## config.mk

```make
export PLATFORM = sky130hd
export DESIGN_NAME = fan_duty_ctrl
export DESIGN_NICKNAME = d
export VERILOG_FILES = /design/src/rtl/fan_pkg.sv /design/src/rtl/fan_ctrl.sv /design/src/rtl/fan_dp.sv /design/src/rtl/fan_duty_ctrl.sv
export SDC_FILE = /design/constraint.sdc
export NUM_CORES = 1
export LEC_CHECK = 0
export ABC_AREA = 1
export BUFFER_PORTS_ARGS = -buffer_cell sky130_fd_sc_hd__buf_2
export CAP_MARGIN = 20
export CORE_MARGIN = 2
export CORE_UTILIZATION = 52
export DETAILED_ROUTE_END_ITERATION = 8
export PLACE_DENSITY = 0.79
export SLEW_MARGIN = 20
export SYNTH_ARGS = -nofsm -noshare
export SYNTH_HDL_FRONTEND = slang
export SYNTH_SLANG_ARGS = --single-unit
```

## constraint.sdc

```tcl
create_clock -name clk -period 4.2 [get_ports clk]
set_input_delay 0.63 -clock clk [delete_from_list [all_inputs] [get_ports clk]]
set_output_delay 0.63 -clock clk [all_outputs]
set_load 0.1 [all_outputs]
```

## src/rtl/fan_pkg.sv

```systemverilog
package fan_pkg;

  // Fixed-point fraction width of the percentage constants
  localparam int FRAC_W = 10;

  // Idle wait, about 32 % of the rated half-period
  localparam int WAIT_Q = 328;

  // Strobes and state from control to datapath and output stage
  typedef struct packed {
    logic restart;   // accepted Hall polarity change this cycle
    logic forced;    // full-interval drive mode
    logic phaseB;    // current phase, 1 = phase B
    logic overTemp;  // thermal mask
  } ctrlStb_t;

  // Status from datapath back to control
  typedef struct packed {
    logic overSlow;  // current half-period longer than the slow limit
    logic inWindow;  // count inside the drive window
  } dpStat_t;

  // Duty window constants in Q10, indexed by {selHi, selLo}
  function automatic int dutyQ(input logic [1:0] sel);
    case (sel)
      2'b00:   return 287;
      2'b01:   return 389;
      2'b10:   return 492;
      default: return 594;
    endcase
  endfunction

endpackage

```

## src/rtl/fan_ctrl.sv

```systemverilog
module fan_ctrl
  import fan_pkg::*;
#(
  parameter int SYNC_STAGES = 2,
  parameter int TEMP_W      = 8,
  parameter int TEMP_SET    = 170,
  parameter int TEMP_CLR    = 140
) (
  input  logic              clk,
  input  logic              rstN,
  input  logic              hallA,
  input  logic              hallB,
  input  logic [TEMP_W-1:0] tempCode,
  input  dpStat_t           stat,
  output ctrlStb_t          stb
);

  localparam logic [TEMP_W-1:0] SET_LVL = TEMP_W'(TEMP_SET);
  localparam logic [TEMP_W-1:0] CLR_LVL = TEMP_W'(TEMP_CLR);

  logic [SYNC_STAGES-1:0] syncA;
  logic [SYNC_STAGES-1:0] syncB;

  generate
    if (SYNC_STAGES == 1) begin : g_single
      always_ff @(posedge clk or negedge rstN) begin
        if (!rstN) begin
          syncA <= '0;
          syncB <= '0;
        end else begin
          syncA <= hallA;
          syncB <= hallB;
        end
      end
    end else begin : g_chain
      always_ff @(posedge clk or negedge rstN) begin
        if (!rstN) begin
          syncA <= '0;
          syncB <= '0;
        end else begin
          syncA <= {syncA[SYNC_STAGES-2:0], hallA};
          syncB <= {syncB[SYNC_STAGES-2:0], hallB};
        end
      end
    end
  endgenerate

  logic hsA;
  logic hsB;
  logic complementary;
  logic restart;
  logic phaseB;
  logic forced;
  logic overTemp;

  assign hsA           = syncA[SYNC_STAGES-1];
  assign hsB           = syncB[SYNC_STAGES-1];
  assign complementary = hsA ^ hsB;
  assign restart       = complementary && (hsB != phaseB);

  // Phase tracking: only a complementary pair may move the phase
  always_ff @(posedge clk or negedge rstN) begin
    if (!rstN) begin
      phaseB <= 1'b0;
    end else if (restart) begin
      phaseB <= hsB;
    end
  end

  // Mode: start forced, enter on slow, decide at each change
  always_ff @(posedge clk or negedge rstN) begin
    if (!rstN) begin
      forced <= 1'b1;
    end else if (restart) begin
      forced <= stat.overSlow;
    end else if (stat.overSlow) begin
      forced <= 1'b1;
    end
  end

  // Thermal mask with hysteresis
  always_ff @(posedge clk or negedge rstN) begin
    if (!rstN) begin
      overTemp <= 1'b0;
    end else if (tempCode >= SET_LVL) begin
      overTemp <= 1'b1;
    end else if (tempCode <= CLR_LVL) begin
      overTemp <= 1'b0;
    end
  end

  assign stb = {restart, forced, phaseB, overTemp};


  pol_change_chk: assert property (@(posedge clk) disable iff (!rstN)
    (phaseB != $past(phaseB)) |-> $past(hsA ^ hsB));


  ot_hold_chk: assert property (@(posedge clk) disable iff (!rstN)
    (overTemp && (tempCode > CLR_LVL)) |=> overTemp);


  mode_exit_chk: assert property (@(posedge clk) disable iff (!rstN)
    (restart && !stat.overSlow) |=> !forced);

endmodule

```

## src/rtl/fan_dp.sv

```systemverilog
module fan_dp
  import fan_pkg::*;
#(
  parameter int CNT_W    = 16,
  parameter int SLOW_NUM = 13,
  parameter int SLOW_DEN = 20
) (
  input  logic             clk,
  input  logic             rstN,
  input  logic [CNT_W-1:0] ratedHalf,
  input  logic             selLo,
  input  logic             selHi,
  input  ctrlStb_t         stb,
  output dpStat_t          stat
);

  localparam int PW = CNT_W + FRAC_W;
  localparam int SW = CNT_W + 6;
  localparam logic [CNT_W-1:0] CNT_MAX = '1;

  logic [CNT_W-1:0] halfCnt;
  logic [CNT_W:0]   waitEnd;
  logic [CNT_W:0]   driveEnd;

  logic [PW-1:0]    ratedExt;
  logic [PW-1:0]    waitProd;
  logic [CNT_W-1:0] waitNext;
  logic [CNT_W-1:0] durTab [4];
  logic [1:0]       selIdx;
  logic [CNT_W:0]   endNext;

  assign ratedExt = PW'(ratedHalf);
  assign waitProd = ratedExt * PW'(WAIT_Q);
  assign waitNext = waitProd[PW-1:FRAC_W];

  // One Q10 product per selectable window width
  generate
    for (genvar i = 0; i < 4; i++) begin : g_duty
      logic [PW-1:0] durProd;
      assign durProd   = ratedExt * PW'(dutyQ(2'(i)));
      assign durTab[i] = durProd[PW-1:FRAC_W];
    end
  endgenerate

  assign selIdx  = {selHi, selLo};
  assign endNext = {1'b0, waitNext} + {1'b0, durTab[selIdx]};

  // Half-period counter, saturating
  always_ff @(posedge clk or negedge rstN) begin
    if (!rstN) begin
      halfCnt <= '0;
    end else if (stb.restart) begin
      halfCnt <= '0;
    end else if (halfCnt != CNT_MAX) begin
      halfCnt <= halfCnt + 1'b1;
    end
  end

  // Boundaries latched once per half-period
  always_ff @(posedge clk or negedge rstN) begin
    if (!rstN) begin
      waitEnd  <= '0;
      driveEnd <= '0;
    end else if (stb.restart) begin
      waitEnd  <= {1'b0, waitNext};
      driveEnd <= endNext;
    end
  end

  logic [SW-1:0] cntScaled;
  logic [SW-1:0] ratedScaled;

  assign cntScaled   = SW'(halfCnt) * SW'(SLOW_NUM);
  assign ratedScaled = SW'(ratedHalf) * SW'(SLOW_DEN);

  assign stat.overSlow = cntScaled > ratedScaled;
  assign stat.inWindow = ({1'b0, halfCnt} >= waitEnd) && ({1'b0, halfCnt} < driveEnd);


  cnt_sat_chk: assert property (@(posedge clk) disable iff (!rstN)
    ((halfCnt == CNT_MAX) && !stb.restart) |=> (halfCnt == CNT_MAX));


  bound_hold_chk: assert property (@(posedge clk) disable iff (!rstN)
    !stb.restart |=> ($stable(waitEnd) && $stable(driveEnd)));

endmodule

```

## src/rtl/fan_duty_ctrl.sv

```systemverilog
module fan_duty_ctrl
  import fan_pkg::*;
#(
  parameter int CNT_W       = 16,
  parameter int TEMP_W      = 8,
  parameter int SYNC_STAGES = 2,
  parameter int TEMP_SET    = 170,
  parameter int TEMP_CLR    = 140
) (
  input  logic              clk,
  input  logic              rstN,
  input  logic              hallA,
  input  logic              hallB,
  input  logic              selLo,
  input  logic              selHi,
  input  logic [TEMP_W-1:0] tempCode,
  input  logic [CNT_W-1:0]  ratedHalf,
  output logic              driveA,
  output logic              driveB,
  output logic              tachLow
);

  ctrlStb_t stb;
  dpStat_t  stat;
  logic     driveOn;

  fan_ctrl #(
    .SYNC_STAGES(SYNC_STAGES),
    .TEMP_W     (TEMP_W),
    .TEMP_SET   (TEMP_SET),
    .TEMP_CLR   (TEMP_CLR)
  ) u_ctrl (
    .clk     (clk),
    .rstN    (rstN),
    .hallA   (hallA),
    .hallB   (hallB),
    .tempCode(tempCode),
    .stat    (stat),
    .stb     (stb)
  );

  fan_dp #(
    .CNT_W(CNT_W)
  ) u_dp (
    .clk      (clk),
    .rstN     (rstN),
    .ratedHalf(ratedHalf),
    .selLo    (selLo),
    .selHi    (selHi),
    .stb      (stb),
    .stat     (stat)
  );

  assign driveOn = !stb.overTemp && (stb.forced || stat.inWindow);
  assign driveA  = driveOn && !stb.phaseB;
  assign driveB  = driveOn && stb.phaseB;
  assign tachLow = !stb.overTemp && stb.phaseB;


  wait_chk: assert property (@(posedge clk) disable iff (!rstN)
    (stb.restart && !stat.overSlow && (ratedHalf >= CNT_W'(4))) |=> (!driveA && !driveB));


  excl_chk: assert property (@(posedge clk) disable iff (!rstN)
    !(driveA && driveB));

endmodule

```

==> qor_table.md <==
| Quantity | Value | Unit |
|:---|:---|:---|
| Worst VDD drop | 687 | uV |
| Num CTS Buffers | 5 | - |
| Initial standard-cell utilization of the core | 0.531 | - |
| Buffers and inverters on the worst path | 6 | - |
| Core region area | 33600 | um2 |
| Number of rows in the core area | 67 | - |
| Deepest level of the CTS H-tree | 2 | - |
| Total grt overflow | 0 | - |
| N_diodes | 0 | - |
| Antenna violations before repair | 1 | - |
| DP HPWL | 53.9 | mm |
| Library cells used by synthesis | 50 | - |
| Detailed Route Iter0 Violations | 1334 | - |
| Post-synthesis register bit count | 55 | - |
| Cell with the largest stage delay on the worst path | fa_2 | - |
| Last weighted congestion value of the routability-driven placer | 1.07 | - |
| Largest stage delay on the critical path | 0.59 | ns |
| Startpoint of the lowest-slack register-to-register path | u_dp.halfCnt[0] | - |
| Critical Path Sink | u_dp.driveEnd[12] | - |
| Crit path top cell by count | nand2_2 | - |
| Kind of path behind the tightest hold check | register to register | - |
| Violations in the final reports | setup timing | - |
| Fmax | 182 | MHz |
| PortBufs | 32 | - |
| Overall die width | 189 | um |
| Layout overhead on the synthesized area | 34.6 | % |
| Post-synth ARST share | 1.00 | - |
| Slew Limit Fails | 0 | - |
| Clock root buffer | clkbuf_16 | - |
| Total vias in the final route | 19100 | - |
| Clock Skew | 0.00925 | ns |
| DRC violation count after routing | 0 | - |
| Most numerous cell types in the synthesized netlist | 614 x inv_1, 441 x nand2_1, 359 x ha_1 | - |
| Total detailed-routing wirelength | 64.8 | mm |
| Accumulated negative setup slack | -16.15 | ns |
| Pin slew with the least headroom to its limit | 1.01 | ns |
| Power Dens Cells | 706 | nW/um2 |
| Count of boundary I/O pins | 33 | - |
| Static Leak | 13.4 | nW |
| Post-synthesis net count | 3063 | - |
| Leading cell type by number of instances after synthesis | inv_1 | - |
| Min Clock Period, post-route | 5.48 | ns |
| Post-synthesis cell type with the largest combined area | ha_1 | - |
| Setup violators final | 17 | - |
| Clock sink count | 55 | - |
| Most used flip-flop cell after synthesis | dfrtp_1 | - |
| Top cells by area, synth | ha_1 25%, fa_1 18%, inv_1 13%, nand2_1 9.3%, dfrtp_1 7.6% | - |
| Status | finished with violations | - |
| Maximum capacitance violations | 0 | - |
| Post-Place Setup Slack | -1.81 | ns |
| Unrepaired setup endpoints after global routing | true | - |
| EDFF count, synth | 0 | - |
| Clock slew at reported path FFs | 0.08 | ns |
| Element type at the critical path end | register | - |
| Critical path class | primary input to register | - |
| Die ar. | 35800 | um2 |
| Startpoint Class | primary input | - |
| Worst setup slack after layout | -1.28 | ns |
| Crit path from | ratedHalf[11] | - |
| Maximum buffer depth of the clock tree | 2 | - |
| Worst rel slew slack | 0.329 | - |
| Clock latency of the later-clocked register in the worst-skew pair | 0.30 | ns |
| Hold buffer count at cts | 0 | - |
| Die Y | 189 | um |
| Wirelength per Cell | 18.8 | um |
| Total standard cell area after synthesis | 17800 | um2 |
| WP depth | 29 | - |
| Sequential share of the synthesized area | 0.0772 | - |
| Crit path max-delay family | adder cells | - |
| Pin count of the biggest net entering global routing | 56 | - |
| Vias per cell | 5.54 | - |
| Antenna Nets Post-Route | 0 | - |
| Post-Syn Instances | 2514 | - |
| Endpoint required time on the critical path | 4.38 | ns |
| Final critical-path share of the clock period | 1.31 | - |
| Worst R2R Setup Slack | 0.21 | ns |
| Nets | 3545 | - |
| Share of final-layout standard cells stronger than drive strength 1 | 0.279 | - |
| Number of global-route vias before repair | 20000 | - |
| Beginning of the worst hold path | u_ctrl.syncB[0] | - |
| R2R cell count | 20 | - |
| Global-route wire length before repair | 103 | mm |
| TritonCTS clock tree | yes | - |
| Maximum fanout count along the critical path | 4 | - |
| Post-synth top area share | 0.252 | - |
| Synth warnings | 0 | - |
| Endpoint arrival time on the critical path | 5.66 | ns |
| Terminus of the critical flop-to-flop path | u_ctrl.forced | - |
| Share of the core filled with cells in the final layout | 0.714 | - |
| Length of the first detailed-routing pass in iterations | 6 | - |
| Hold violation total from the final report | 0 | - |
| Synthesized area per cell | 7.10 | um2 |
| Global-route usage over all layers | 0.365 | - |
worst register-to-register path, cell delays in order (launching register included):
cell	delay [ns]
dfrtp_1	0.45
inv_1	0.17
ha_1	0.36
ha_1	0.30
ha_1	0.16
inv_1	0.05
fa_1	0.39
nand3b_1	0.17
nand2_1	0.14
a21boi_1	0.13
o21ai_2	0.24
nand3_1	0.10
nand4_1	0.10
xor2_1	0.35
ha_4	0.22
nand3_1	0.07
nor2_1	0.18
nand4_1	0.12
nand3_1	0.09
nand2_1	0.07
nand2_1	0.07
metal layers:
metal | vias up | global-route usage | part of all wire
met1 | 9116 | 0.440 | 0.40
met2 | 731 | 0.628 | 0.47
met5 | - | 0 | 0.00020
li1 | 9021 | - | -
met3 | 213 | 0.0627 | 0.068
met4 | 2 | 0.185 | 0.061
repair_timing:
item,in CTS,in global routing
gates cloned,0,0
endpoints found under the setup margin,17,20
resized for setup,249,113
pin swaps,140,38
setup buffers,19,6
final cells by class:
cell class	instances	area, um2
clock inverter	3	25.0
timing repair buffer	494	3830
inverter	618	2330
tap	448	561
clock buffer	5	125
fill	2640	9610
sequential	55	1380
multi-input combinational	1822	15700
flip-flops by register name (all words and copies together) (netlist names):
register	count
u_ctrl.syncB	2
u_ctrl.overTemp	1
u_dp.waitEnd	15
u_dp.driveEnd	17
u_ctrl.forced	1
u_ctrl.phaseB	1
u_dp.halfCnt	16
u_ctrl.syncA	2
power by group:
part | switching, mW | internal [mW] | total, mW
sequential | 0.0778 | 0.694 | 0.772
clock | 0.207 | 0.224 | 0.431
combinational | 8.68 | 7.06 | 15.7
cell usage in the layout (no fill, tap or decap), types with 7 or more instances in the layout:
cell,count
buf_6,20
o21ai_1,35
nor3_1,23
xnor2_1,14
o21ai_2,13
ha_4,46
nor2_2,14
nand3b_1,12
a21oi_1,128
a21oi_4,14
nand3_1,145
buf_4,448
and2_1,7
xor2_1,33
o21bai_1,18
nand2_2,61
nor2_4,14
dfrtp_1,52
inv_2,34
nand2_1,378
o21ai_0,70
a31oi_1,7
ha_1,307
nand2_4,15
a21oi_2,32
nand3_2,30
buf_2,18
inv_1,577
nor2_1,115
fa_1,154
a21o_1,16
nand4_1,41
stage by stage:
| step | hold slack, ns | instance area [um2] | total power, mW | std cells |
|---|---|---|---|---|
| detailed placement | 0.335 | 22200 | 13.2 | 3415 |
| floorplan | 0.331 | 18200 | 8.17 | 2514 |
| CTS | 0.352 | 23500 | 15.4 | 3441 |
| finish | 0.352 | 24000 | 16.9 | 3445 |
| global route | 0.366 | 24000 | 18.3 | 3445 |
| global placement | 0.333 | 22200 | 12.9 | 3415 |
logic make-up (layout without fill, tap and decap cells):
family,count (synthesis),in the layout,share of synthesized area
and+or+nand+nor,877,877,0.215
buffers and inverters,637,1120,0.135
adders and majority gates,519,519,0.431
AOI/OAI and AO/OA,372,372,0.115
DFF,55,55,0.0772
xor gates and xnor gates,54,54,0.0274
worst min-delay path by stage:
stage / endpoint / slack, ns / depth (start not counted)
6_report: u_ctrl.syncB[1] / 0.35 / 0
5_1_grt: u_ctrl.syncB[1] / 0.37 / 0
4_1_cts: u_ctrl.syncB[1] / 0.35 / 0
3_5_place_dp: u_ctrl.syncB[1] / 0.33 / 0
3_3_place_gp: u_ctrl.syncB[1] / 0.33 / 0
2_1_floorplan: u_ctrl.overTemp / 0.33 / 0
(Power assumes the default switching activity.)
